### src/rtl/clkpd_pkg.sv
package clkpd_pkg;
  typedef enum logic [2:0] {
    PD_RUN   = 3'd0,
    PD_STOP  = 3'd1,
    PD_OFF   = 3'd2,
    PD_WAKE  = 3'd3,
    PD_START = 3'd4
  } pd_state_e;
endpackage

### src/rtl/clkpd_pinmode.sv
module clkpd_pinmode #(
  parameter int unsigned STARTUP_CNT = 24,
  localparam int unsigned CW = $clog2(STARTUP_CNT + 1)
) (
  input  logic clk,
  input  logic rst_n,
  input  logic pin_n,
  input  logic ref_ph,
  input  logic sel_pd,
  output logic pin_lvl,
  output logic ref_rise,
  output logic pd_func,
  output logic tri_en
);
  logic          sync1_q, sync2_q;
  logic          ref_q;
  logic [CW-1:0] win_cnt_q, win_cnt_d;
  logic          win_done_q, win_done_d;
  logic          win_full;

  assign ref_rise = ref_ph & ~ref_q;
  assign win_full = (win_cnt_q == CW'(STARTUP_CNT));

  always_comb begin
    win_cnt_d  = win_cnt_q;
    win_done_d = win_done_q;
    if (ref_rise && !win_full) begin
      win_cnt_d = win_cnt_q + 1'b1;
    end
    // window closes only while the pin is released
    if (win_full && sync2_q) begin
      win_done_d = 1'b1;
    end
  end

  always_ff @(posedge clk or negedge rst_n) begin
    if (!rst_n) begin
      sync1_q    <= 1'b1;
      sync2_q    <= 1'b1;
      ref_q      <= 1'b0;
      win_cnt_q  <= '0;
      win_done_q <= 1'b0;
    end else begin
      sync1_q    <= pin_n;
      sync2_q    <= sync1_q;
      ref_q      <= ref_ph;
      win_cnt_q  <= win_cnt_d;
      win_done_q <= win_done_d;
    end
  end

  assign pin_lvl = sync2_q;
  assign pd_func = win_done_q & sel_pd;
  assign tri_en  = ~pd_func & ~sync2_q;
endmodule

### src/rtl/clkpd_qual.sv
module clkpd_qual #(
  parameter int unsigned SAMPLES = 2,
  localparam int unsigned QW = $clog2(SAMPLES + 1)
) (
  input  logic clk,
  input  logic rst_n,
  input  logic cpu_ph,
  input  logic pin_lvl,
  input  logic pd_func,
  output logic pd_req
);
  logic          cpu_q;
  logic          cpu_rise;
  logic [QW-1:0] low_q, low_d;
  logic          low_full;

  assign cpu_rise = cpu_ph & ~cpu_q;
  assign low_full = (low_q == QW'(SAMPLES));

  always_comb begin
    low_d = low_q;
    if (!pd_func || pin_lvl) begin
      low_d = '0;
    end else if (cpu_rise && !low_full) begin
      low_d = low_q + 1'b1;
    end
  end

  always_ff @(posedge clk or negedge rst_n) begin
    if (!rst_n) begin
      cpu_q <= 1'b0;
      low_q <= '0;
    end else begin
      cpu_q <= cpu_ph;
      low_q <= low_d;
    end
  end

  assign pd_req = low_full;
endmodule

### src/rtl/clkpd_seq.sv
module clkpd_seq
  import clkpd_pkg::*;
#(
  parameter int unsigned RECOV_CNT = 12,
  localparam int unsigned RW = $clog2(RECOV_CNT + 1)
) (
  input  logic clk,
  input  logic rst_n,
  input  logic pd_req,
  input  logic ref_rise,
  input  logic all_off,
  input  logic all_on,
  output logic stop_req,
  output logic en_req,
  output logic vco_stop
);
  pd_state_e     state_q, state_d;
  logic [RW-1:0] rc_q, rc_d;
  logic          rc_last;

  assign rc_last = (rc_q == RW'(RECOV_CNT - 1));

  always_comb begin
    state_d = state_q;
    rc_d    = rc_q;
    unique case (state_q)
      PD_RUN:   if (pd_req) state_d = PD_STOP;
      PD_STOP:  if (all_off) state_d = PD_OFF;
      PD_OFF: begin
        if (!pd_req) begin
          state_d = PD_WAKE;
          rc_d    = '0;
        end
      end
      PD_WAKE: begin
        if (ref_rise) begin
          if (rc_last) begin
            state_d = PD_START;
            rc_d    = '0;
          end else begin
            rc_d = rc_q + 1'b1;
          end
        end
      end
      PD_START: if (all_on) state_d = PD_RUN;
      default:  state_d = PD_RUN;
    endcase
  end

  always_ff @(posedge clk or negedge rst_n) begin
    if (!rst_n) begin
      state_q <= PD_RUN;
      rc_q    <= '0;
    end else begin
      state_q <= state_d;
      rc_q    <= rc_d;
    end
  end

  assign stop_req = (state_q == PD_STOP);
  assign en_req   = (state_q == PD_START);
  assign vco_stop = (state_q == PD_OFF);
endmodule

### src/rtl/clkpd_gates.sv
module clkpd_gates #(
  parameter int unsigned NDOM = 7
) (
  input  logic            clk,
  input  logic            rst_n,
  input  logic [NDOM-1:0] dom_ph,
  input  logic            stop_req,
  input  logic            en_req,
  output logic [NDOM-1:0] gate,
  output logic            all_off,
  output logic            all_on
);
  logic [NDOM-1:0] ph_q;
  logic [NDOM-1:0] gate_q, gate_d;

  for (genvar i = 0; i < NDOM; i++) begin : g_dom
    logic fell;
    assign fell = ph_q[i] & ~dom_ph[i];

    always_comb begin
      gate_d[i] = gate_q[i];
      if (fell) begin
        if (stop_req)    gate_d[i] = 1'b0;
        else if (en_req) gate_d[i] = 1'b1;
      end
    end

    always_ff @(posedge clk or negedge rst_n) begin
      if (!rst_n) begin
        ph_q[i]   <= 1'b0;
        gate_q[i] <= 1'b1;
      end else begin
        ph_q[i]   <= dom_ph[i];
        gate_q[i] <= gate_d[i];
      end
    end
  end

  assign gate    = gate_q;
  assign all_off = ~|gate_q;
  assign all_on  = &gate_q;
endmodule

### src/rtl/clkpd_ctrl.sv
module clkpd_ctrl #(
  parameter int unsigned NDOM        = 7,
  parameter int unsigned STARTUP_CNT = 24,
  parameter int unsigned RECOV_CNT   = 12,
  parameter int unsigned PD_SAMPLES  = 2
) (
  input  logic            clk,
  input  logic            rst_n,
  input  logic            pin_n,
  input  logic            sel_pd,
  input  logic            ref_ph,
  input  logic            cpu_ph,
  input  logic [NDOM-1:0] dom_ph,
  output logic            tri_en,
  output logic [NDOM-1:0] gate,
  output logic            vco_stop
);
  logic pin_lvl, ref_rise, pd_func, pd_req;
  logic stop_req, en_req, all_off, all_on;

  clkpd_pinmode #(.STARTUP_CNT(STARTUP_CNT)) u_pinmode (
    .clk(clk), .rst_n(rst_n), .pin_n(pin_n), .ref_ph(ref_ph),
    .sel_pd(sel_pd), .pin_lvl(pin_lvl), .ref_rise(ref_rise),
    .pd_func(pd_func), .tri_en(tri_en)
  );

  clkpd_qual #(.SAMPLES(PD_SAMPLES)) u_qual (
    .clk(clk), .rst_n(rst_n), .cpu_ph(cpu_ph), .pin_lvl(pin_lvl),
    .pd_func(pd_func), .pd_req(pd_req)
  );

  clkpd_seq #(.RECOV_CNT(RECOV_CNT)) u_seq (
    .clk(clk), .rst_n(rst_n), .pd_req(pd_req), .ref_rise(ref_rise),
    .all_off(all_off), .all_on(all_on), .stop_req(stop_req),
    .en_req(en_req), .vco_stop(vco_stop)
  );

  clkpd_gates #(.NDOM(NDOM)) u_gates (
    .clk(clk), .rst_n(rst_n), .dom_ph(dom_ph), .stop_req(stop_req),
    .en_req(en_req), .gate(gate), .all_off(all_off), .all_on(all_on)
  );
endmodule

### config.mk
export PLATFORM = sky130hd
export DESIGN_NAME = clkpd_ctrl
export DESIGN_NICKNAME = d
export VERILOG_FILES = /design/src/rtl/clkpd_pkg.sv /design/src/rtl/clkpd_pinmode.sv /design/src/rtl/clkpd_qual.sv /design/src/rtl/clkpd_seq.sv /design/src/rtl/clkpd_gates.sv /design/src/rtl/clkpd_ctrl.sv
export SDC_FILE = /design/constraint.sdc
export NUM_CORES = 1
export LEC_CHECK = 0
export BUFFER_PORTS_ARGS = -buffer_cell sky130_fd_sc_hd__buf_2
export CAP_MARGIN = 25
export CORE_MARGIN = 5
export CORE_UTILIZATION = 50
export DETAILED_ROUTE_END_ITERATION = 10
export GPL_TIMING_DRIVEN = 0
export PLACE_DENSITY_LB_ADDON = 0.3
export SLEW_MARGIN = 30
export SYNTH_ARGS = -nofsm -noshare
export SYNTH_HDL_FRONTEND = slang
export SYNTH_SLANG_ARGS = --single-unit
### constraint.sdc
create_clock -name clk -period 2.2 [get_ports clk]
set_input_delay 0 -clock clk [delete_from_list [all_inputs] [get_ports clk]]
set_output_delay 0 -clock clk [all_outputs]
set_load 0.005 [all_outputs]
==> results.ini <==
[die]
die_w_um=64.8
fp.dieArea_um2=4200
coreArea_um2=2980
io-pin-count=22
placementRows=20
initial_core_util=0.505
dieHeight_um=64.8

[logic_synthesis]
yosys-top-cells-count=dfrtp_1, o21ai_0, nand2_1, nor2_1, dfstp_2
syn-cell-area_um2=1500
synth.most_common_cell=dfrtp_1
synth_cell_types=38
synthArstFlopShare=1.00
synth_edf_count=0
synth_nets=160
yosysWarnings=0
ys.flop_type=dfrtp_1
synth-seq-cells=33
synth.yosys.seq_area_share=0.557
yosysTopAreaCell=dfrtp_1
netlist.area_leader.share=0.399
ys_top_cells_by_area=dfrtp_1, dfstp_2, o21ai_0, a31oi_1, ha_1
syn_area_per_cell_um2=10.5
syn_inst=143

[worst_setup_path]
crit_slowest_cell=dfrtp_1
crit_family=simple AND/OR/NAND/NOR gates
arrival_ns=1.68
critical_path.max_fanout=4
reg2reg_from=u_seq.rc_q[0]
cp_cell_sequence=ha_1 -> nor2b_1 -> nand3_1 -> and3_1 -> o22a_1
crit_start=u_seq.rc_q[0]
crit_type=reg -> reg
critical_path.endpoint_type=flip-flop
slowest_delay_ns=0.40
cp_data_required_time_ns=2.42
critPathBufInv=0
startpoint_type=flip-flop

[power]
p_leak_nw=0.829
peakVddDrop_mv=0.759
power_density_nw_per_um2=1020

[cells_and_area]
fin_nets=200
n_antenna_cell=0
fin_cells=217
final_area_um2=1840
layout-drive-gt1-share=0.250
post-route-util=0.618
area_delta_synth_final_pct=22.4
fillerInstances=260

[global_routing]
grt_max_degree=34
grt_pass1_wl_mm=5.32
grt_pass1_vias=1202
grtUsageTotal=0.164
gr-total-overflow=0
antenna_found_initial=0

[sta]
finalHoldViolCount=0
tns_ns=0
grt_setup_unrepaired=no
fin_skew_ns=0.00774
min_period_over_period=0.663
fmax_mhz=685
slew_headroom=0.522
worst_slack_ns=0.740
setup_viol=0
layout_min_cycle_time_ns=1.46
slew_violations=0
tightest_slew_ns=0.717

[flow_run]
maxCapViolCount=0

[place]
dp.cells=197
dp_worst_setup_slack_ns=0.752
place_area_um2=1650
gp_congestion=0.774
port_buffers=21
dpl.hpwl_mm=2.10

[clock_tree]
cts_tree=built
htree_num_levels=2
numCtsBuffers=5
cts_max_path_buffers=2
insertion_delay_ns=0.33
cts_sinks=33
path_clk_slew_ns=0.10
cts_root_buf=clkbuf_4

[drt]
drt_iter0_markers=51
viasPerCell=5.39
dr.pass1.iters=4
vias=1169
drc=0
routed_wirelength_mm=2.96
wl_per_cell_um=13.6
final_antenna_net_count=0

[outcome]
outcome=finished, final reports clean

[hold_path]
hp-class=in -> async

-- cell families after synthesis --
| kind of cell | Yosys count | synth area share |
|---|---|---|
| flops | 33 | 0.557 |
| xor+xnor | 5 | 0.0291 |
| mux | 2 | 0.0141 |
| simple gates | 49 | 0.175 |
| buf+inv | 11 | 0.0308 |
| compound gates | 39 | 0.161 |
| fa+ha+maj | 4 | 0.0333 |
-- routing by layer --
metal | global-route usage | routed length [um]
met1 | 0.196 | 1270
met2 | 0.275 | 1520
met3 | 0.0624 | 146
met4 | 0.0475 | 27
met5 | 0 | 0
-- worst paths after layout --
kind,to,slack [ns],cells past startpoint
setup / recovery,u_seq.state_q[1],0.74,5
hold / removal,u_gates.ph_q[0],0.26,2
setup reg to reg,u_seq.state_q[1],0.74,5
hold reg to reg,u_pinmode.pin_lvl,0.37,0
max in group asynchronous,u_seq.rc_q[2],1.48,2
min in group clk,u_pinmode.sync1_q,0.30,2
-- worst register-to-register path: stages, from the launching register on --
cell,delay [ns]
dfrtp_1,0.40
ha_1,0.22
nor2b_1,0.19
nand3_1,0.13
and3_1,0.21
o22a_1,0.21
-- repair_timing --
item / 4_1_cts / 5_1_grt
hold endpoints to repair: 37 / 0
setup buffers: 0 / 0
hold buffers: 12 / 0
gates resized for setup: 0 / 0
-- registers in the layout, summed over array words and instances (netlist names), 2 cells and up --
register             cells
u_gates.ph_q             7
u_gates.gate             7
u_qual.low_q             2
u_seq.rc_q               4
u_pinmode.win_cnt_q      5
u_seq.state_q            3
-- cells in the final DEF, fill, tap and decap left out, types with 2 or more instances in the layout --
master         synthesis  final
a31oi_1                8      8
o21ai_0               17     17
nor2_1                13     13
nor3_1                 2      2
dfstp_2                9      9
nand4_1                3      3
a21o_1                 2      2
and2b_1                2      2
xnor2_1                4      4
clkbuf_8               0      2
a21oi_1                4      4
nand3_1                4      4
dfrtp_1               24     24
nor4_1                 2      2
ha_1                   4      4
buf_2                  4     25
inv_1                  7      7
nand2_1               13     13
dlygate4sd3_1          0     12
clkbuf_4               0      5
-- per-stage QoR --
step | hold slack (ns) | power, mW
after floorplan | -0.296 | 1.30
after global placement | 0.0790 | 1.45
after detailed placement | 0.0906 | 1.49
after CTS | 0.269 | 1.90
after global routing | 0.273 | 2.03
final | 0.260 | 1.88
-- power by group --
part           switching, mW  internal (mW)  leakage (nW)  total, mW
Clock                  0.199          0.185        0.0413      0.384
Sequential             0.162          0.805         0.387      0.968
Combinational          0.271          0.256         0.400      0.527
Total                  0.632           1.25         0.829       1.88
-- final cells by class --
class                           instances  area, um^2  area share
Sequential cell                        33         837       0.455
Multi-Input combinational cell         99         621       0.337
Timing Repair Buffer                   33         225       0.122
Clock buffer                            7        65.1      0.0354
Tap cell                               33        41.3      0.0224
Inverter                                7        26.3      0.0143
Buffer                                  4        20.0      0.0109
Clock inverter                          1        5.00     0.00272
(Power assumes the default switching activity.)
